==> src/rtl/strap_pkg.sv <==
package strap_pkg;

    localparam int STRAP_BITS = 2;

    typedef enum logic [1:0] {
        CPU_66  = 2'd0,
        CPU_100 = 2'd1,
        CPU_133 = 2'd2
    } cpu_rate_e;

    typedef enum logic {
        MEM_100 = 1'b0,
        MEM_133 = 1'b1
    } mem_rate_e;

    typedef struct packed {
        logic                  done;
        logic [STRAP_BITS-1:0] fs;
    } capture_st_t;

endpackage

==> src/rtl/strap_sync.sv <==
module strap_sync #(
    parameter int WIDTH = 2
) (
    input  logic             clk,
    input  logic             pwr_ok_n,
    input  logic [WIDTH-1:0] async_in,
    output logic [WIDTH-1:0] sync_out
);

    typedef struct packed {
        logic [WIDTH-1:0] meta;
        logic [WIDTH-1:0] stable;
    } sync_st_t;

    sync_st_t st_d, st_q;

    always_comb begin
        st_d        = st_q;
        st_d.meta   = async_in;
        st_d.stable = st_q.meta;
    end

    always_ff @(posedge clk or negedge pwr_ok_n) begin
        if (!pwr_ok_n) st_q <= '0;
        else           st_q <= st_d;
    end

    assign sync_out = st_q.stable;

    // The second stage always carries what the first stage held one cycle earlier
    AST_SYNC_TWO_STAGE: assert property (@(posedge clk) disable iff (!pwr_ok_n)
        1'b1 |=> (st_q.stable == $past(st_q.meta)));

endmodule

==> src/rtl/strap_window_timer.sv <==
module strap_window_timer #(
    parameter int TICKS = 28636
) (
    input  logic clk,
    input  logic pwr_ok_n,
    output logic expire
);

    localparam int CW = (TICKS > 1) ? $clog2(TICKS) : 1;
    localparam logic [CW-1:0] LAST = CW'(TICKS - 1);

    typedef struct packed {
        logic [CW-1:0] cnt;
        logic          fin;
    } tmr_st_t;

    tmr_st_t st_d, st_q;
    logic    at_last;

    assign at_last = (st_q.cnt == LAST);

    always_comb begin
        st_d = st_q;
        if (!st_q.fin) begin
            if (at_last) st_d.fin = 1'b1;
            else         st_d.cnt = st_q.cnt + 1'b1;
        end
    end

    always_ff @(posedge clk or negedge pwr_ok_n) begin
        if (!pwr_ok_n) st_q <= '0;
        else           st_q <= st_d;
    end

    assign expire = !st_q.fin && at_last;

    AST_CNT_BOUND: assert property (@(posedge clk) disable iff (!pwr_ok_n)
        st_q.cnt <= LAST);

    AST_EXPIRE_ONCE: assert property (@(posedge clk) disable iff (!pwr_ok_n)
        expire |=> (!expire && st_q.fin));

endmodule

==> src/rtl/strap_fs_decode.sv <==
module strap_fs_decode
    import strap_pkg::*;
(
    input  logic [STRAP_BITS-1:0] fs,
    output logic [1:0]            cpu_code,
    output logic                  mem_code
);

    cpu_rate_e cpu_r;
    mem_rate_e mem_r;

    always_comb begin
        unique case (fs)
            2'b00:   begin cpu_r = CPU_66;  mem_r = MEM_100; end
            2'b01:   begin cpu_r = CPU_100; mem_r = MEM_100; end
            2'b10:   begin cpu_r = CPU_133; mem_r = MEM_133; end
            default: begin cpu_r = CPU_133; mem_r = MEM_100; end
        endcase
    end

    assign cpu_code = cpu_r;
    assign mem_code = mem_r;

    always_comb begin
        AST_CPU_CODE_LEGAL: assert (cpu_code != 2'd3);
    end

endmodule

==> src/rtl/strap_seq_top.sv <==
module strap_seq_top
    import strap_pkg::*;
#(
    parameter int WINDOW_TICKS = 28636
) (
    input  logic       clk,
    input  logic       pwr_ok_n,
    input  logic [1:0] pin_in,
    output logic [1:0] pin_oe,
    output logic       clk_run,
    output logic       done,
    output logic [1:0] fs,
    output logic [1:0] cpu_code,
    output logic       mem_code
);

    logic [STRAP_BITS-1:0] pin_sync;
    logic                  win_expire;
    capture_st_t           cap_d, cap_q;

    strap_sync #(.WIDTH(STRAP_BITS)) sync_i (
        .clk      (clk),
        .pwr_ok_n (pwr_ok_n),
        .async_in (pin_in),
        .sync_out (pin_sync)
    );

    strap_window_timer #(.TICKS(WINDOW_TICKS)) timer_i (
        .clk      (clk),
        .pwr_ok_n (pwr_ok_n),
        .expire   (win_expire)
    );

    always_comb begin
        cap_d = cap_q;
        if (win_expire && !cap_q.done) begin
            cap_d.done = 1'b1;
            cap_d.fs   = pin_sync;
        end
    end

    always_ff @(posedge clk or negedge pwr_ok_n) begin
        if (!pwr_ok_n) cap_q <= '0;
        else           cap_q <= cap_d;
    end

    genvar g;
    generate
        for (g = 0; g < STRAP_BITS; g++) begin : g_oe
            assign pin_oe[g] = cap_q.done;
        end
    endgenerate

    assign clk_run = cap_q.done;
    assign done    = cap_q.done;
    assign fs      = cap_q.fs;

    strap_fs_decode dec_i (
        .fs       (cap_q.fs),
        .cpu_code (cpu_code),
        .mem_code (mem_code)
    );

    AST_LATCH_MATCH: assert property (@(posedge clk) disable iff (!pwr_ok_n)
        $rose(done) |-> (fs == $past(pin_sync)));

    AST_DONE_STICKY: assert property (@(posedge clk) disable iff (!pwr_ok_n)
        done |=> (done && pin_oe == 2'b11 && clk_run));

    AST_FS_FROZEN: assert property (@(posedge clk) disable iff (!pwr_ok_n)
        (done && $past(done)) |-> $stable(fs));

    AST_DONE_ON_EXPIRE: assert property (@(posedge clk) disable iff (!pwr_ok_n)
        $rose(done) |-> $past(win_expire));

    AST_QUIET_IN_WINDOW: assert property (@(posedge clk) disable iff (!pwr_ok_n)
        !done |-> (pin_oe == 2'b00 && !clk_run && fs == 2'b00));

endmodule

==> config.mk <==
export PLATFORM = sky130hd
export DESIGN_NAME = strap_seq_top
export DESIGN_NICKNAME = d
export VERILOG_FILES = /design/src/rtl/strap_pkg.sv /design/src/rtl/strap_sync.sv /design/src/rtl/strap_window_timer.sv /design/src/rtl/strap_fs_decode.sv /design/src/rtl/strap_seq_top.sv
export SDC_FILE = /design/constraint.sdc
export NUM_CORES = 1
export LEC_CHECK = 0
export BUFFER_PORTS_ARGS = -buffer_cell sky130_fd_sc_hd__buf_2
export CORE_MARGIN = 1.5
export CORE_UTILIZATION = 55
export CTS_BUF_LIST = sky130_fd_sc_hd__clkbuf_16
export DETAILED_ROUTE_END_ITERATION = 8
export GPL_TIMING_DRIVEN = 0
export MAX_ROUTING_LAYER = met4
export PLACE_DENSITY = 0.86
export SYNTH_ARGS = -nofsm -noshare
export SYNTH_HDL_FRONTEND = slang
export SYNTH_SLANG_ARGS = --single-unit
==> constraint.sdc <==
create_clock -name clk -period 2.2 [get_ports clk]
set_input_delay 0.22 -clock clk [delete_from_list [all_inputs] [get_ports clk]]
set_output_delay 0.22 -clock clk [all_outputs]
set_load 0.03 [all_outputs]
==> impl_metrics.csv <==
group,metric,value,unit
logic_synthesis,yosys_warnings,0,
sta,finalCriticalPeriod,1900,ps
logic_synthesis,synth-edff-count,0,
clock_tree,clkTransAtPathRegs,60,ps
global_routing,grt_max_degree,24,
logic_synthesis,syn_area,1040,sq um
floorplanning,initial_core_util,59.6,%
global_routing,grt_overflow,0,
setup_path,rr_worst_depth,6,
min_path,min_to,"sync_i.st_d[1]",
setup_path,reg2reg_from,"timer_i.st_q[1]",
floorplanning,die_w,46.5,microns
pwr,p_total,0.825,mW
route,wl_per_cell,15.3,microns
setup_path,r2r-end,"timer_i.st_q[14]",
logic_synthesis,syn_area_per_cell,12.2,sq um
floorplanning,die_area,2160,sq um
min_path,hp-start,"pin_in[1]",
clock_tree,cts_htree_levels,1,
route,drt_iter0_drc,16,
sta,rsz0062_at_grt,"false",
clock_tree,cts.repair.resized,0,
route,routed_wirelength,1.94,mm
logic_synthesis,async_flop_share,100,%
sta,worst_slew_pin_slew,602,ps
setup_path,critPathLaunchType,"flop",
logic_synthesis,syn-num-nets,90,
placed_design,dpl.hpwl,1.22,mm
sta,final-max-slew-violation-count,0,
sta,finClkSkew,1.37,ps
sta,hold_ws,72.6,ps
logic_synthesis,synth-main-ff-cell,"dfrtp_1",
final_layout,fin_nets,108,
status,status,"completed",
global_routing,grt_usage,22.6,%
sta,final-setup-viol-count,0,
logic_synthesis,seq_area_frac_synth,55.3,%
pwr,peakVddDrop,574,uV
clock_tree,cts_buffers,3,
min_path,hold_path_depth,1,
final_layout,syn2layout_area_growth,17.4,%
min_path,hold_class,"in2reg",
final_layout,multiInputGateArea,420,sq um
logic_synthesis,netlist.area_leader.share,55.3,%
logic_synthesis,synth_most_common_cell,"dfrtp_1",
logic_synthesis,synth_area_leaders,"dfrtp_1 55%, xnor2_1 11%, nand4_1 3.6%",
sta,slew_headroom,59.5,%
setup_path,cp.required,2340,ps
pwr,p_leak,0.559,nW
setup_path,worstSetupEndpointType,"flop",
sta,fin_setup_tns,0,ps
logic_synthesis,synth_top_cell_by_area,"dfrtp_1",
floorplanning,io-pin-count,13,
sta,finalHoldViolCount,0,
logic_synthesis,synthTopCellsByCount,"23 x dfrtp_1, 13 x xnor2_1, 7 x nand2_1",
sta,finalCritPeriodShare,86.1,%
setup_path,path_class,"reg2reg",
route,drc,0,
setup_path,worstPathArrival,2030,ps
clock_tree,insertion_delay,250,ps
clock_tree,clock_sinks,23,
route,vias_per_cell,5.42,
clock_tree,cts_max_path_buffers,2,
global_routing,grt_antenna_before_repair,0,
placed_design,gp_congestion,0.787,
placed_design,place_area,1130,sq um
logic_synthesis,synth_cell_types,25,
floorplanning,rows,15,
final_layout,design_area,1220,sq um
placed_design,port_buffers,12,
final_layout,regArea,576,sq um
setup_path,r2r_slack,300,ps
route,dr.pass1.iters,4,
logic_synthesis,synth_cells,85,
route,num_vias,688,
final_layout,nFillCells,122,
pwr,powerDensity,675,nW/um^2
final_layout,n_antenna_cell,0,
global_routing,grt_pass1_vias,688,
floorplanning,fp.coreArea,1750,sq um
setup_path,path_max_fanout,10,
floorplanning,die_h,46.5,microns
final_layout,drive_gt1_share,28.4,%
global_routing,grt_pass1_wl,3.19,mm
sta,fmax,0.528,GHz
clock_tree,cts_tree,"yes",
run,maxCapViolCount,0,
clock_tree,cts-root-buf,"clkbuf_16",
route,ant_nets,0,
logic_synthesis,ys_ff_latch,23,
layout make-up:
class,count,share of cell area [%]
clock inverters,1,0.409
inverters,2,0.614
flip-flops and latches,23,47.1
repair buffers,13,5.73
well taps,25,2.56
multi-input cells,55,34.4
clock buffers,3,6.14
plain buffers,5,3.07
stage by stage:
stage | util, % | worst slack [ps] | instances
after floorplan | - | 523 | 85
after global placement | 64.9 | 376 | 122
after detailed placement | 64.9 | 336 | 122
after CTS | 70.0 | 310 | 127
after global routing | 70.0 | 204 | 127
final | 70.0 | 305 | 127
per-layer routing:
metal	part of all wire, %	vias up	wire length, microns	global-route usage [%]
li1	-	325	-	-
met1	45	338	880	29.2
met2	50	18	963	33.3
met3	2.7	7	52	3.92
met4	2.5	0	48	13.1
met5	0	-	0	-
worst max-delay path: stages (launching register included):
cell and delay, ps:
dfrtp_1 420, ha_1 280, and4b_2 260, a41oi_4 350, buf_6 200, nand4_2 120, xnor2_1 150
worst max-delay path by stage:
stage / startpoint / to / slack, ps / cells past startpoint
floorplan: timer_i.st_q[1] / timer_i.st_q[14] / 520 / 6
global placement: timer_i.st_q[1] / timer_i.st_q[13] / 380 / 6
detailed placement: timer_i.st_q[1] / timer_i.st_q[13] / 340 / 6
CTS: timer_i.st_q[1] / timer_i.st_q[14] / 310 / 6
global route: timer_i.st_q[1] / timer_i.st_q[10] / 200 / 6
finish: timer_i.st_q[1] / timer_i.st_q[14] / 300 / 6
placed cells by master, fill, tap and decap left out, drive strengths merged, types with 2 or more instances in the layout:
cell type | synthesis | layout
and2 | 3 | 3
dfrtp | 23 | 23
mux2 | 3 | 3
xnor2 | 13 | 13
nor2b | 2 | 2
inv | 2 | 2
and4bb | 3 | 3
nand2 | 7 | 7
nand3 | 5 | 5
nor2 | 4 | 4
nand4 | 7 | 7
buf | 4 | 16
clkbuf | 1 | 4
where the power goes:
part | total, mW | switching [mW] | internal [mW]
registers | 0.428 | 0.000917 | 0.427
logic | 0.0113 | 0.00821 | 0.00305
clock network | 0.386 | 0.142 | 0.244
total | 0.825 | 0.151 | 0.674
sequential cells by signal, indices dropped and copies added (netlist names):
signal	flops
timer_i.st_q	16
fs	2
sync_i.sync_out	2
sync_i.st_d	2
clk_run	1
repair_timing:
item	4_1_cts	5_1_grt
hold buffers	1	0
hold endpoints to repair	23	0
buffers inserted	0	0
cells by family (layout without fill, tap and decap cells):
family                     count (synthesis)  after routing  synth area share, %
xor gates and xnor gates                  14             14                 11.8
and+or+nand+nor                           36             36                 21.5
AOI/OAI and AO/OA                          1              1                 2.64
adders and majority gates                  1              1                 1.20
buffers and inverters                      7             24                 4.33
muxes                                      3              3                 3.24
DFF                                       23             23                 55.3
No activity file was read; power rests on OpenSTA's default activity.
